$ cat src/rtl/rope_seq_pkg.sv
package rope_seq_pkg;
  localparam int ADDR_W  = 9;
  localparam int INH_W   = ADDR_W - 2;
  localparam int PLANE_N = 4;

  typedef enum logic [2:0] {
    PH_IDLE,
    PH_SET,
    PH_GAP,
    PH_RST,
    PH_CLR,
    PH_DONE
  } phase_e;
endpackage

$ cat src/rtl/rope_phase_ctrl.sv
module rope_phase_ctrl
  import rope_seq_pkg::*;
#(
  parameter int SET_CYC = 4,
  parameter int GAP_CYC = 1,
  parameter int RST_CYC = 4,
  parameter int CLR_CYC = 2,
  parameter int CNT_W   = 3
) (
  input  logic   clk,
  input  logic   rst_n,
  input  logic   start_i,
  input  logic   abort_i,
  output phase_e phase_o,
  output logic   load_en_o
);
  phase_e             state_q, state_d;
  logic [CNT_W-1:0]   cnt_q, cnt_d;
  logic               abort_q, abort_d;
  logic               cnt_zero;

  assign cnt_zero = (cnt_q == '0);

  always_comb begin
    state_d   = state_q;
    cnt_d     = cnt_q;
    abort_d   = abort_q;
    load_en_o = 1'b0;
    unique case (state_q)
      PH_IDLE: begin
        abort_d = 1'b0;
        if (start_i) begin
          load_en_o = 1'b1;
          state_d   = PH_SET;
          cnt_d     = CNT_W'(SET_CYC - 1);
        end
      end
      PH_SET: begin
        if (cnt_zero) begin
          state_d = PH_GAP;
          cnt_d   = CNT_W'(GAP_CYC - 1);
        end else begin
          cnt_d = cnt_q - 1'b1;
        end
      end
      PH_GAP: begin
        abort_d = abort_q | abort_i;
        if (cnt_zero) begin
          if (abort_d) begin
            state_d = PH_CLR;
            cnt_d   = CNT_W'(CLR_CYC - 1);
          end else begin
            state_d = PH_RST;
            cnt_d   = CNT_W'(RST_CYC - 1);
          end
        end else begin
          cnt_d = cnt_q - 1'b1;
        end
      end
      PH_RST, PH_CLR: begin
        if (cnt_zero) state_d = PH_DONE;
        else          cnt_d   = cnt_q - 1'b1;
      end
      PH_DONE: state_d = PH_IDLE;
      default: state_d = PH_IDLE;
    endcase
  end

  always_ff @(posedge clk or negedge rst_n) begin
    if (!rst_n) begin
      state_q <= PH_IDLE;
      cnt_q   <= '0;
      abort_q <= 1'b0;
    end else begin
      state_q <= state_d;
      cnt_q   <= cnt_d;
      abort_q <= abort_d;
    end
  end

  assign phase_o = state_q;

  // a gap that ends with abort seen goes to the clear phase
  a_r7_abort_to_clear: assert property (@(posedge clk) disable iff (!rst_n)
    (state_q == PH_GAP && cnt_zero && abort_i) |=> (state_q == PH_CLR));

  // the done cycle is always followed by idle
  a_r9_done_then_idle: assert property (@(posedge clk) disable iff (!rst_n)
    (state_q == PH_DONE) |=> (state_q == PH_IDLE));

  // abort in the set phase never diverts the sequence
  a_r11_set_abort_ignored: assert property (@(posedge clk) disable iff (!rst_n)
    (state_q == PH_SET) |=> (state_q == PH_SET || state_q == PH_GAP));
endmodule

$ cat src/rtl/rope_line_decode.sv
module rope_line_decode
  import rope_seq_pkg::*;
(
  input  logic [ADDR_W-1:0]  addr_i,
  input  phase_e             phase_i,
  output logic               set_ab_o,
  output logic               set_cd_o,
  output logic [PLANE_N-1:0] reset_o,
  output logic [INH_W-1:0]   inh_o,
  output logic [INH_W-1:0]   inh_n_o,
  output logic               par_inh_o,
  output logic               par_inh_n_o,
  output logic               strand_en_o,
  output logic               clear_o,
  output logic               done_o,
  output logic               busy_o
);
  logic       in_set;
  logic       odd_ones;
  logic [1:0] tgt_plane;
  logic [1:0] nbr_plane;

  assign in_set    = (phase_i == PH_SET);
  assign odd_ones  = ^addr_i[ADDR_W-2:0];
  assign tgt_plane = addr_i[ADDR_W-1:ADDR_W-2];
  assign nbr_plane = {addr_i[ADDR_W-1], ~addr_i[ADDR_W-2]};

  always_comb begin
    set_ab_o    = in_set & ~addr_i[ADDR_W-1];
    set_cd_o    = in_set &  addr_i[ADDR_W-1];
    inh_o       = in_set ? addr_i[INH_W-1:0]  : '0;
    inh_n_o     = in_set ? ~addr_i[INH_W-1:0] : '0;
    par_inh_o   = in_set & ~odd_ones;
    par_inh_n_o = in_set &  odd_ones;
    strand_en_o = (phase_i == PH_RST);
    clear_o     = (phase_i == PH_CLR);
    done_o      = (phase_i == PH_DONE);
    busy_o      = (phase_i != PH_IDLE);
    reset_o     = '0;
    for (int p = 0; p < PLANE_N; p++) begin
      if (in_set && nbr_plane == 2'(p))             reset_o[p] = 1'b1;
      if (phase_i == PH_RST && tgt_plane == 2'(p))  reset_o[p] = 1'b1;
    end
  end
endmodule

$ cat src/rtl/rope_drive_seq.sv
module rope_drive_seq
  import rope_seq_pkg::*;
#(
  parameter int SET_CYC = 4,
  parameter int GAP_CYC = 1,
  parameter int RST_CYC = 4,
  parameter int CLR_CYC = 2
) (
  input  logic        clk,
  input  logic        rst_n,
  input  logic        start_i,
  input  logic        abort_i,
  input  logic [8:0]  addr_i,
  output logic        busy_o,
  output logic        set_ab_o,
  output logic        set_cd_o,
  output logic [3:0]  reset_o,
  output logic [6:0]  inh_o,
  output logic [6:0]  inh_n_o,
  output logic        par_inh_o,
  output logic        par_inh_n_o,
  output logic        strand_en_o,
  output logic        clear_o,
  output logic        done_o
);
  localparam int MAX_AB = (SET_CYC > GAP_CYC) ? SET_CYC : GAP_CYC;
  localparam int MAX_CD = (RST_CYC > CLR_CYC) ? RST_CYC : CLR_CYC;
  localparam int MAXC   = (MAX_AB > MAX_CD) ? MAX_AB : MAX_CD;
  localparam int CNT_W  = $clog2(MAXC + 1);

  logic [1:0]        rst_sync_q;
  logic              rst_n_s;
  phase_e            phase;
  logic              load_en;
  logic [ADDR_W-1:0] addr_q;

  always_ff @(posedge clk or negedge rst_n) begin
    if (!rst_n) rst_sync_q <= 2'b00;
    else        rst_sync_q <= {rst_sync_q[0], 1'b1};
  end
  assign rst_n_s = rst_sync_q[1];

  rope_phase_ctrl #(
    .SET_CYC (SET_CYC),
    .GAP_CYC (GAP_CYC),
    .RST_CYC (RST_CYC),
    .CLR_CYC (CLR_CYC),
    .CNT_W   (CNT_W)
  ) u_ctrl (
    .clk       (clk),
    .rst_n     (rst_n_s),
    .start_i   (start_i),
    .abort_i   (abort_i),
    .phase_o   (phase),
    .load_en_o (load_en)
  );

  always_ff @(posedge clk or negedge rst_n_s) begin
    if (!rst_n_s)     addr_q <= '0;
    else if (load_en) addr_q <= addr_i;
  end

  rope_line_decode u_dec (
    .addr_i      (addr_q),
    .phase_i     (phase),
    .set_ab_o    (set_ab_o),
    .set_cd_o    (set_cd_o),
    .reset_o     (reset_o),
    .inh_o       (inh_o),
    .inh_n_o     (inh_n_o),
    .par_inh_o   (par_inh_o),
    .par_inh_n_o (par_inh_n_o),
    .strand_en_o (strand_en_o),
    .clear_o     (clear_o),
    .done_o      (done_o),
    .busy_o      (busy_o)
  );

  // never more than one reset line at a time
  a_r5_reset_onehot: assert property (@(posedge clk) disable iff (!rst_n_s)
    $onehot0(reset_o));

  // the two set lines are exclusive
  a_r3_set_exclusive: assert property (@(posedge clk) disable iff (!rst_n_s)
    !(set_ab_o && set_cd_o));

  // inhibit pairs are complementary whenever a set line is up
  a_r2_inh_pairs: assert property (@(posedge clk) disable iff (!rst_n_s)
    (set_ab_o || set_cd_o) |-> ((inh_o ^ inh_n_o) == '1 && (par_inh_o ^ par_inh_n_o)));

  // strand enable never overlaps set or inhibit drive
  a_r6_strand_clean: assert property (@(posedge clk) disable iff (!rst_n_s)
    strand_en_o |-> (!set_ab_o && !set_cd_o && inh_o == '0 && inh_n_o == '0
                     && !par_inh_o && !par_inh_n_o && !clear_o && $countones(reset_o) == 1));

  // clear never overlaps reset drive or strand enable
  a_r7_clear_clean: assert property (@(posedge clk) disable iff (!rst_n_s)
    clear_o |-> (reset_o == '0 && !strand_en_o));

  // the cycle after set drive ends has every line low
  a_r8_gap_quiet: assert property (@(posedge clk) disable iff (!rst_n_s)
    $fell(set_ab_o || set_cd_o) |-> (reset_o == '0 && !strand_en_o && !clear_o && inh_o == '0));

  // done is a single-cycle pulse
  a_r9_done_single: assert property (@(posedge clk) disable iff (!rst_n_s)
    done_o |=> !done_o);

  // latched address holds while a sequence runs
  a_r10_addr_held: assert property (@(posedge clk) disable iff (!rst_n_s)
    (busy_o && $past(busy_o)) |-> $stable(addr_q));
endmodule

$ cat config.mk
export PLATFORM = sky130hd
export DESIGN_NAME = rope_drive_seq
export DESIGN_NICKNAME = d
export VERILOG_FILES = /design/src/rtl/rope_seq_pkg.sv /design/src/rtl/rope_phase_ctrl.sv /design/src/rtl/rope_line_decode.sv /design/src/rtl/rope_drive_seq.sv
export SDC_FILE = /design/constraint.sdc
export NUM_CORES = 1
export LEC_CHECK = 0
export BUFFER_PORTS_ARGS = -buffer_cell sky130_fd_sc_hd__buf_4
export CORE_ASPECT_RATIO = 0.75
export CORE_MARGIN = 3
export CORE_UTILIZATION = 53
export CTS_CLUSTER_DIAMETER = 60
export DETAILED_ROUTE_END_ITERATION = 6
export GPL_TIMING_DRIVEN = 0
export PLACE_DENSITY_LB_ADDON = 0.3
export SETUP_SLACK_MARGIN = 0.02
export SLEW_MARGIN = 20
export SYNTH_ARGS = -nofsm -noshare
export SYNTH_HDL_FRONTEND = slang
export SYNTH_SLANG_ARGS = --single-unit
$ cat constraint.sdc
create_clock -name clk -period 3 [get_ports clk]
set_clock_uncertainty 0.05 [all_clocks]
set_input_delay 0.3 -clock clk [delete_from_list [all_inputs] [get_ports clk]]
set_output_delay 0.3 -clock clk [all_outputs]
set_load 0.02 [all_outputs]
Word-level counts from Yosys, hierarchy flattened
Cells that the tools add are included. W data, S select, Z words.

Register bits after elaboration: 18. Input port bits: 13. Output and inout port bits: 26.

Add/sub/neg operators: 1. Equality and inequality tests: 16. Mux-type cells: 25. Bitwise operators: 9. Reduce and logical (&&, ||, !) cells: 19.

Operators by type and width (number): $mux W3 (9); $pmux W3 S4 (2); $mux W7 (2); $mux W1 (10); $eq A2 B2 Y1 const B (4); $logic_and A1 B1 Y1 (8); $reduce_xor A8 Y1 (1); $not A7 Y7 (1); $eq A3 B2 Y1 const B (2); $eq A3 B3 Y1 const B (2); $logic_not A3 Y1 (2); $ne A2 B2 Y1 const B (3); $and A1 B1 Y1 (4); $eq A2 B1 Y1 const B (2); $logic_not A2 Y1 (2); $ne A2 B1 Y1 const B (2); $reduce_and A4 Y1 (1); $reduce_bool A4 Y1 (1); $eq A3 B1 Y1 const B (1); $not A1 Y1 (3); $reduce_and A3 Y1 (1); $reduce_bool A3 Y1 (1); $sub A3 B1 Y3 const B (1); $mux W2 (1); 4 further kinds (4).

Logic depth before layout (Yosys ltp)
Gate-level depths: netlist (run 1).

Depth in word-level cells: 5. Mapped depth: 8. Mapped depth without buffers: 7.

By module
A second synthesis (run 1) with hierarchy kept.

Cell total of the unflattened synthesis: 125. Area, all modules: 1233.7 um^2.

By module, submodules not included: rope_phase_ctrl (instances 1, cells an instance 62, area an instance 559.3 um^2, seq. area each 175.2 um^2); rope_drive_seq (instances 1, cells an instance 22, area an instance 425.4 um^2, seq. area each 275.3 um^2); rope_line_decode (instances 1, cells an instance 41, area an instance 249.0 um^2, seq. area each 0.0 um^2).

Worst setup path after synthesis (run 1)
Ideal clock, no wire load.

Path kind: register to output. Start: reg u_ctrl.state_q[1] (netlist: u_ctrl.phase_o[1]). End: out reset_o[1]. Data arrival time: 1.314 ns. Data required time: 2.650 ns. Slack: 1.336 ns. Cell stages (with the launch flop): 5. Path buffers: 2. Cell sequence: dfrtp_1 -> buf_2 -> buf_2 -> xor2_1 -> nor3_1.

Word-level cells in the longest chain between the ends: 4. Elaborated cells between the ends (all ways): 6. Classes of those cells: eq/ne (2); mux (2); reduce/logical (2).

RTL lines: start: declaration (RTL line rope_phase_ctrl.sv:17) `phase_e state_q, state_d;`; start signal: assignment (RTL line rope_phase_ctrl.sv:75) `state_q <= state_d;`; $eq A3 B1 Y1 (RTL line rope_line_decode.sv:23) `assign in_set = (phase_i == PH_SET);`; $logic_and A1 B1 Y1 (RTL line rope_line_decode.sv:41) `if (in_set && nbr_plane == 2'(p)) reset_o[p] = 1'b1;`; $mux W1 (RTL line rope_line_decode.sv:41); $mux W1 (*) (RTL line rope_line_decode.sv:42) `if (phase_i == PH_RST && tgt_plane == 2'(p)) reset_o[p] = 1'b1;`; end: declaration (RTL line rope_drive_seq.sv:17) `output logic [3:0] reset_o,`.

Every way passes the cells marked *; elsewhere a longest branch is shown, timed or not.

Worst setup path in the final report (run 1)
Start: reg u_ctrl.state_q[1] (netlist: u_ctrl.phase_o[1]). End: out set_cd_o.

Word-level cells in the longest chain between the ends: 2.

RTL lines: $eq A3 B1 Y1 (RTL line rope_line_decode.sv:23); $and A1 B1 Y1 (RTL line rope_line_decode.sv:30) `set_cd_o = in_set & addr_i[ADDR_W-1];`; end: declaration (RTL line rope_drive_seq.sv:16) `output logic set_cd_o,`.

No other way between the ends.

==> results of run 1 <==
-- synth_stat cells, types with 2 or more instances --
cell type,n,area share [%]
nor2_1,21,7.0
xor2_1,2,1.5
buf_2,3,1.3
a21o_1,2,1.3
nor3_1,2,0.88
xnor2_1,7,5.4
dfrtp_1,18,40
inv_1,5,1.7
nor3_2,2,1.8
clkbuf_1,2,0.66
nand3_1,3,1.3
a21oi_1,6,2.6
and2_1,10,5.5
a22oi_1,2,1.3
ha_1,2,2.2
mux2_2,9,8.9
nand2b_1,5,2.8
o21ai_0,4,1.8
-- through the flow --
| step | cell area, sq um | hold slack [ns] | cells |
|---|---|---|---|
| after global routing | 1490 | 0.158 | 187 |
| after floorplan | 1130 | -0.0456 | 122 |
| final | 1490 | 0.173 | 187 |
| after CTS | 1490 | 0.168 | 187 |
| after global placement | 1450 | 0.0319 | 182 |
| after detailed placement | 1450 | 0.0331 | 182 |
-- flip-flops by register name, indices dropped and copies added, names as in the netlist --
signal and flops:
u_ctrl.phase_o 3, rst_sync_q 2, u_ctrl.cnt_q 3, addr_q 9, u_ctrl.abort_q 1
-- final timing paths --
check                                        from           endpoint  cells after the start
worst max-delay path            u_ctrl.phase_o[1]           set_cd_o                      5
worst min-delay path                    addr_i[1]          addr_q[1]                      2
worst max register to register    u_ctrl.cnt_q[0]    u_ctrl.cnt_q[2]                      8
worst min register to register      rst_sync_q[1]          addr_q[6]                      0
max in group asynchronous           rst_sync_q[1]  u_ctrl.phase_o[1]                      0
min in group asynchronous           rst_sync_q[1]          addr_q[6]                      0
-- cell families after synthesis --
logic type	after synthesis	share of synthesized area (%)
simple gates	49	23.4
compound gates	22	13.1
flops	18	39.7
buf+inv	12	5.30
xor+xnor	9	6.95
mux	9	8.94
fa+ha+maj	2	2.21
other cells	1	0.331
-- critical path: cells and delay by family (launching register included) --
kind	cells	cell delay [ns]
DFF	1	0.36
buffers and inverters	3	0.54
and+or+nand+nor	2	0.57
-- metal layers --
| metal | wire length, microns | GRT usage (%) |
|---|---|---|
| met2 | 1400 | 39.0 |
| met4 | 74 | 7.69 |
| met1 | 1150 | 30.2 |
| met5 | 0 | 0 |
| met3 | 290 | 7.00 |
-- final cells by class --
class | count | area, sq um | share of cell area, %
multi-input cells | 92 | 623 | 41.7
flip-flops and latches | 18 | 450 | 30.2
repair buffers | 39 | 295 | 19.8
plain buffers | 7 | 41.3 | 2.77
clock buffers | 4 | 36.3 | 2.43
well taps | 22 | 27.5 | 1.84
inverters | 5 | 18.8 | 1.26
==> results.sh, run 1 <==
export IMPL_grt_max_degree=17
export IMPL_cp_cell_sequence="buf_2 -> buf_2 -> nor2_1 -> and2_1 -> buf_4"
export IMPL_cts_root_buf="clkbuf_4"
export IMPL_port_buffers=38
export IMPL_dieArea_sq_um=2740
export IMPL_syn_to_final_growth_pct=31.7
export IMPL_cp_max_fo=10
export IMPL_slew_violations=0
export IMPL_finalHoldViolCount=0
export IMPL_syn_avg_cell_area_sq_um=9.29
export IMPL_io_pins=39
export IMPL_drive_above_1_share_pct=37.6
export IMPL_antenna_left=0
export IMPL_cts_resized=0
export IMPL_synth_nets=137
export IMPL_drt_first_pass_iters=4
export IMPL_cts_tree="built"
export IMPL_post_cts_buffers=0
export IMPL_overflow=0
export IMPL_maxCapViolCount=0
export IMPL_slowest_delay_ns=0.36
export IMPL_worstHoldPathType="input port to flip-flop"
export IMPL_nets=181
export IMPL_fin_crit_ns=2.13
export IMPL_final_cell_mix="buf_4 (39), nor2_1 (21), dfrtp_1 (18)"
export IMPL_first_iter_violations=50
export IMPL_worst_pin_slew_ns=0.649
export IMPL_dpl_hpwl_microns=2190
export IMPL_synth_edf_count=0
export IMPL_outcome="completed"
export IMPL_drt_wl_total_microns=2910
export IMPL_routedWlPerCell_microns=15.6
export IMPL_grt_pass1_vias=958
export IMPL_via_per_inst=5.68
export IMPL_cp_arrival_ns=1.78
export IMPL_grt_usage_pct=23.7
export IMPL_cts_inserted_buffers=3
export IMPL_dieWidth_microns=59.4
export IMPL_synthCells=122
export IMPL_antennaDiodeCount=0
export IMPL_path_class="flip-flop to primary output"
export IMPL_crit_slowest_cell="dfrtp_1"
export IMPL_htree_num_levels=1
export IMPL_antenna_found_initial=0
export IMPL_cp_required_ns=2.65
export IMPL_fillCellCount=128
export IMPL_yosys_warnings=0
export IMPL_endpoint_kind="primary output"
export IMPL_core_sq_um=1870
export IMPL_die_h_microns=46.1
export IMPL_final_common_cell="buf_4"
export IMPL_row_count=13
export IMPL_cts_sinks=18
export IMPL_rsz0062_at_grt="no"
export IMPL_fmax_mhz=469
export IMPL_cpMostUsedCell="buf_2"
export IMPL_place_ws_ns=1.17
export IMPL_timing_reg2reg_setup_slack_ns=1.12
export IMPL_synth_ff_type="dfrtp_1"
export IMPL_yosysUniqueCellTypes=35
export IMPL_worst_slack_ns=0.866
export IMPL_place_gp_congestion=0.877
export IMPL_ctsHoldBuffers=1
export IMPL_utilization_pct=79.8
export IMPL_vias=1063
export IMPL_finalCritPeriodShare_pct=71.1
export IMPL_timing_setup_tns_ns=0
export IMPL_finalSetupViolCount=0
export IMPL_clkTransAtPathRegs_ns=0.11
export IMPL_grt_pass1_wl_microns=4640
export IMPL_cts_buffer_depth=2
export IMPL_ys_ff_latch=18
export IMPL_worstSkewPairLatency_ns=0.30
export IMPL_start_util_pct=60.6
export IMPL_ys_seq_area_share_pct=39.7
export IMPL_drc=0
export IMPL_worstSetupStartpointType="flip-flop"
export IMPL_netlist_area_sq_um=1130
export IMPL_async_flop_share_pct=100
export IMPL_slew_headroom_pct=56.7
Power of run 1 is not shown: default switching activity piles up to over one toggle a cycle in this logic, so the estimate is an artifact.
==> run 2, diff against run 1 <==
--- a/config.mk
+++ b/config.mk
@@ -5,10 +5,11 @@
 export SDC_FILE = /design/constraint.sdc
 export NUM_CORES = 1
 export LEC_CHECK = 0
+export ABC_AREA = 1
 export BUFFER_PORTS_ARGS = -buffer_cell sky130_fd_sc_hd__buf_4
 export CORE_ASPECT_RATIO = 0.75
 export CORE_MARGIN = 3
-export CORE_UTILIZATION = 53
+export CORE_UTILIZATION = 46
 export CTS_CLUSTER_DIAMETER = 60
 export DETAILED_ROUTE_END_ITERATION = 6
 export GPL_TIMING_DRIVEN = 0
==> constraint.sdc (replaced) <==
create_clock -name clk -period 1.8 [get_ports clk]
set_clock_uncertainty 0.05 [all_clocks]
set_input_delay 0.18 -clock clk [delete_from_list [all_inputs] [get_ports clk]]
set_output_delay 0.18 -clock clk [all_outputs]
set_load 0.02 [all_outputs]
==> results.sh, run 2 <==
export IMPL_synth_top_cells_by_area="dfrtp_1 (36%), nand2_1 (15%), nor2_1 (10%), inv_1 (6.0%), nand3_4 (4.2%)"
export IMPL_async_flop_share_pct=100
export IMPL_place_ws_ns=0.306
export IMPL_cp_required_ns=1.57
export IMPL_cp_max_fo=4
export IMPL_grt_usage_pct=18.5
export IMPL_finalSetupViolCount=0
export IMPL_drive_above_1_share_pct=40.4
export IMPL_synth_edf_count=0
export IMPL_slew_headroom_pct=54.8
export IMPL_ys_seq_area_share_pct=35.8
export IMPL_io_pins=39
export IMPL_outcome="completed"
export IMPL_drt_wl_total_microns=3330
export IMPL_ff2ff_path_depth=11
export IMPL_first_iter_violations=126
export IMPL_ys_ff_latch=18
export IMPL_vias=1304
export IMPL_placed_cell_area_sq_um=1590
export IMPL_synthCells=183
export IMPL_drc=0
export IMPL_syn_avg_cell_area_sq_um=6.88
export IMPL_cts_sinks=18
export IMPL_routedWlPerCell_microns=12.4
export IMPL_syn_to_final_growth_pct=49.0
export IMPL_ir_drop_uv=1150
export IMPL_cp_arrival_ns=1.54
export IMPL_top_register="addr_q"
export IMPL_cts_tree="built"
export IMPL_crit_path_end="par_inh_o"
export IMPL_antenna_found_initial=0
export IMPL_cts_root_buf="clkbuf_4"
export IMPL_netlist_area_sq_um=1260
export IMPL_core_sq_um=2440
export IMPL_worstSetupStartpointType="flip-flop"
export IMPL_largest_reg_flops=9
export IMPL_drt_first_pass_iters=6
export IMPL_row_count=15
export IMPL_final_common_cell="nand2_1"
export IMPL_grt_max_degree=17
export IMPL_synth_most_common_cell="nand2_1"
export IMPL_antennaDiodeCount=0
export IMPL_grt_pass1_vias=1138
export IMPL_p_per_area_nw_per_um2=2090
export IMPL_overflow=0
export IMPL_startpoint="addr_q[1]"
export IMPL_yosys_top_cells_count="nand2_1 (49), nor2_1 (35), inv_1 (20)"
export IMPL_clkTransAtPathRegs_ns=0.11
export IMPL_dpl_hpwl_microns=2160
export IMPL_port_buffers=38
export IMPL_synth_nets=198
export IMPL_finalCritPeriodShare_pct=98.5
export IMPL_finalHoldViolCount=0
export IMPL_rsz0062_at_grt="yes"
export IMPL_synth_top_area_share_pct=35.8
export IMPL_timing_setup_tns_ns=0
export IMPL_worst_pin_slew_ns=0.678
export IMPL_yosysUniqueCellTypes=23
export IMPL_cts_inserted_buffers=3
export IMPL_grt_pass1_wl_microns=5000
export IMPL_fmax_mhz=564
export IMPL_htree_num_levels=1
export IMPL_final_area_sq_um=1880
export IMPL_via_per_inst=4.85
export IMPL_worstSkewPairLatency_ns=0.30
export IMPL_timing_rr_end="u_ctrl.phase_o[2]"
export IMPL_final_cell_mix="nand2_1 (48), buf_4 (41), nor2_1 (26)"
export IMPL_slew_violations=0
export IMPL_maxCapViolCount=0
export IMPL_nets=251
export IMPL_dieWidth_microns=66.4
export IMPL_yosys_warnings=0
export IMPL_path_class="flip-flop to primary output"
export IMPL_die_h_microns=51.3
export IMPL_endpoint_kind="primary output"
export IMPL_place_gp_congestion=0.851
export IMPL_synth_ff_type="dfrtp_1"
export IMPL_antenna_left=0
export IMPL_worstHoldPathType="input port to flip-flop"
export IMPL_dieArea_sq_um=3410
export IMPL_yosys_area_top_type="dfrtp_1"
export IMPL_timing_reg2reg_setup_slack_ns=0.17
export IMPL_start_util_pct=51.6
export IMPL_cts_buffer_depth=2
export IMPL_worst_slack_ns=0.0263
export IMPL_fin_crit_ns=1.77
export IMPL_design_power_total_uw=3930
export IMPL_reg2reg_from="u_ctrl.phase_o[1]"
export IMPL_total_leakage_power_uw=0.00103
==> run 2: cell types whose count changed in the layout (fill, tap and decap cells not counted), sizes merged, moves of 9 or more <==
cell,previous run,this run
nand3,3,14
and2,10,0
nand2,0,53
inv,5,24
mux2,9,0
nor2,21,36
==> run 2: layout make-up <==
cell class              count  area, sq um
repair buffers             48          413
inverters                  24          100
well taps                  34         42.5
plain buffers               5         57.6
fillers                   173          564
multi-input cells         136          767
flip-flops and latches     18          459
clock buffers               4         36.3
==> run 2: metrics by stage <==
| step | utilization, % | cells | hold WS, ns |
|---|---|---|---|
| after detailed placement | 65.0 | 255 | -0.0861 |
| after floorplan | - | 183 | -0.166 |
| after global placement | 65.0 | 255 | -0.0863 |
| after CTS | 67.4 | 260 | 0.0655 |
| after global routing | 76.9 | 269 | 0.0854 |
| final | 76.9 | 269 | 0.0663 |
==> run 2: kinds of logic (layout without fill, tap and decap cells) <==
kind of cell               after synthesis  in the layout  share of synthesized area, %
and+or+nand+nor                        104            104                          37.3
buffers and inverters                   29             81                          10.0
AOI/OAI and AO/OA                       20             20                          8.35
DFF                                     18             18                          35.8
xor gates and xnor gates                 9              9                          6.26
adders and majority gates                2              2                          1.99
other                                    1              1                         0.298
==> run 2: worst min-delay path by stage <==
stage,startpoint,end,depth (start not counted)
2_1_floorplan,rst_n,rst_sync_q[0],0
3_3_place_gp,rst_n,rst_sync_q[0],1
3_5_place_dp,rst_n,rst_sync_q[0],1
4_1_cts,addr_i[4],addr_q[4],3
5_1_grt,addr_i[5],addr_q[5],3
6_report,addr_i[8],addr_q[8],3
==> run 2: metal layers <==
metal / GRT usage, % / share of wire [%]
met5: 0 / 0
met3: 4.18 / 5.9
met4: 1.35 / 1.4
met2: 28.3 / 45
met1: 27.6 / 47
==> run 2: where the power goes <==
part           switching, uW  leakage, uW  internal [uW]
Combinational           1620     0.000810           1230
Clock                    135    0.0000210            123
Sequential               224     0.000201            587
Total                   1980      0.00103           1940
==> run 2: repair_timing <==
item                                    CTS  global route
setup buffers                             0             7
endpoints found under the setup margin    5            20
hold endpoints to repair                  2             0
hold buffers                              1             0
gates cloned                              0             2
pin swaps                                 0             8
gates resized for setup                   3            38
==> run 2: worst max-delay path, cell delays in order, from the launching register on <==
cell and delay [ns]:
dfrtp_2 0.46, xor2_1 0.23, nand2_1 0.08, nand2_1 0.09, nand2_2 0.07, a21oi_2 0.14
buf_4 0.16
Note: power is estimated with default switching activity, not from simulation.
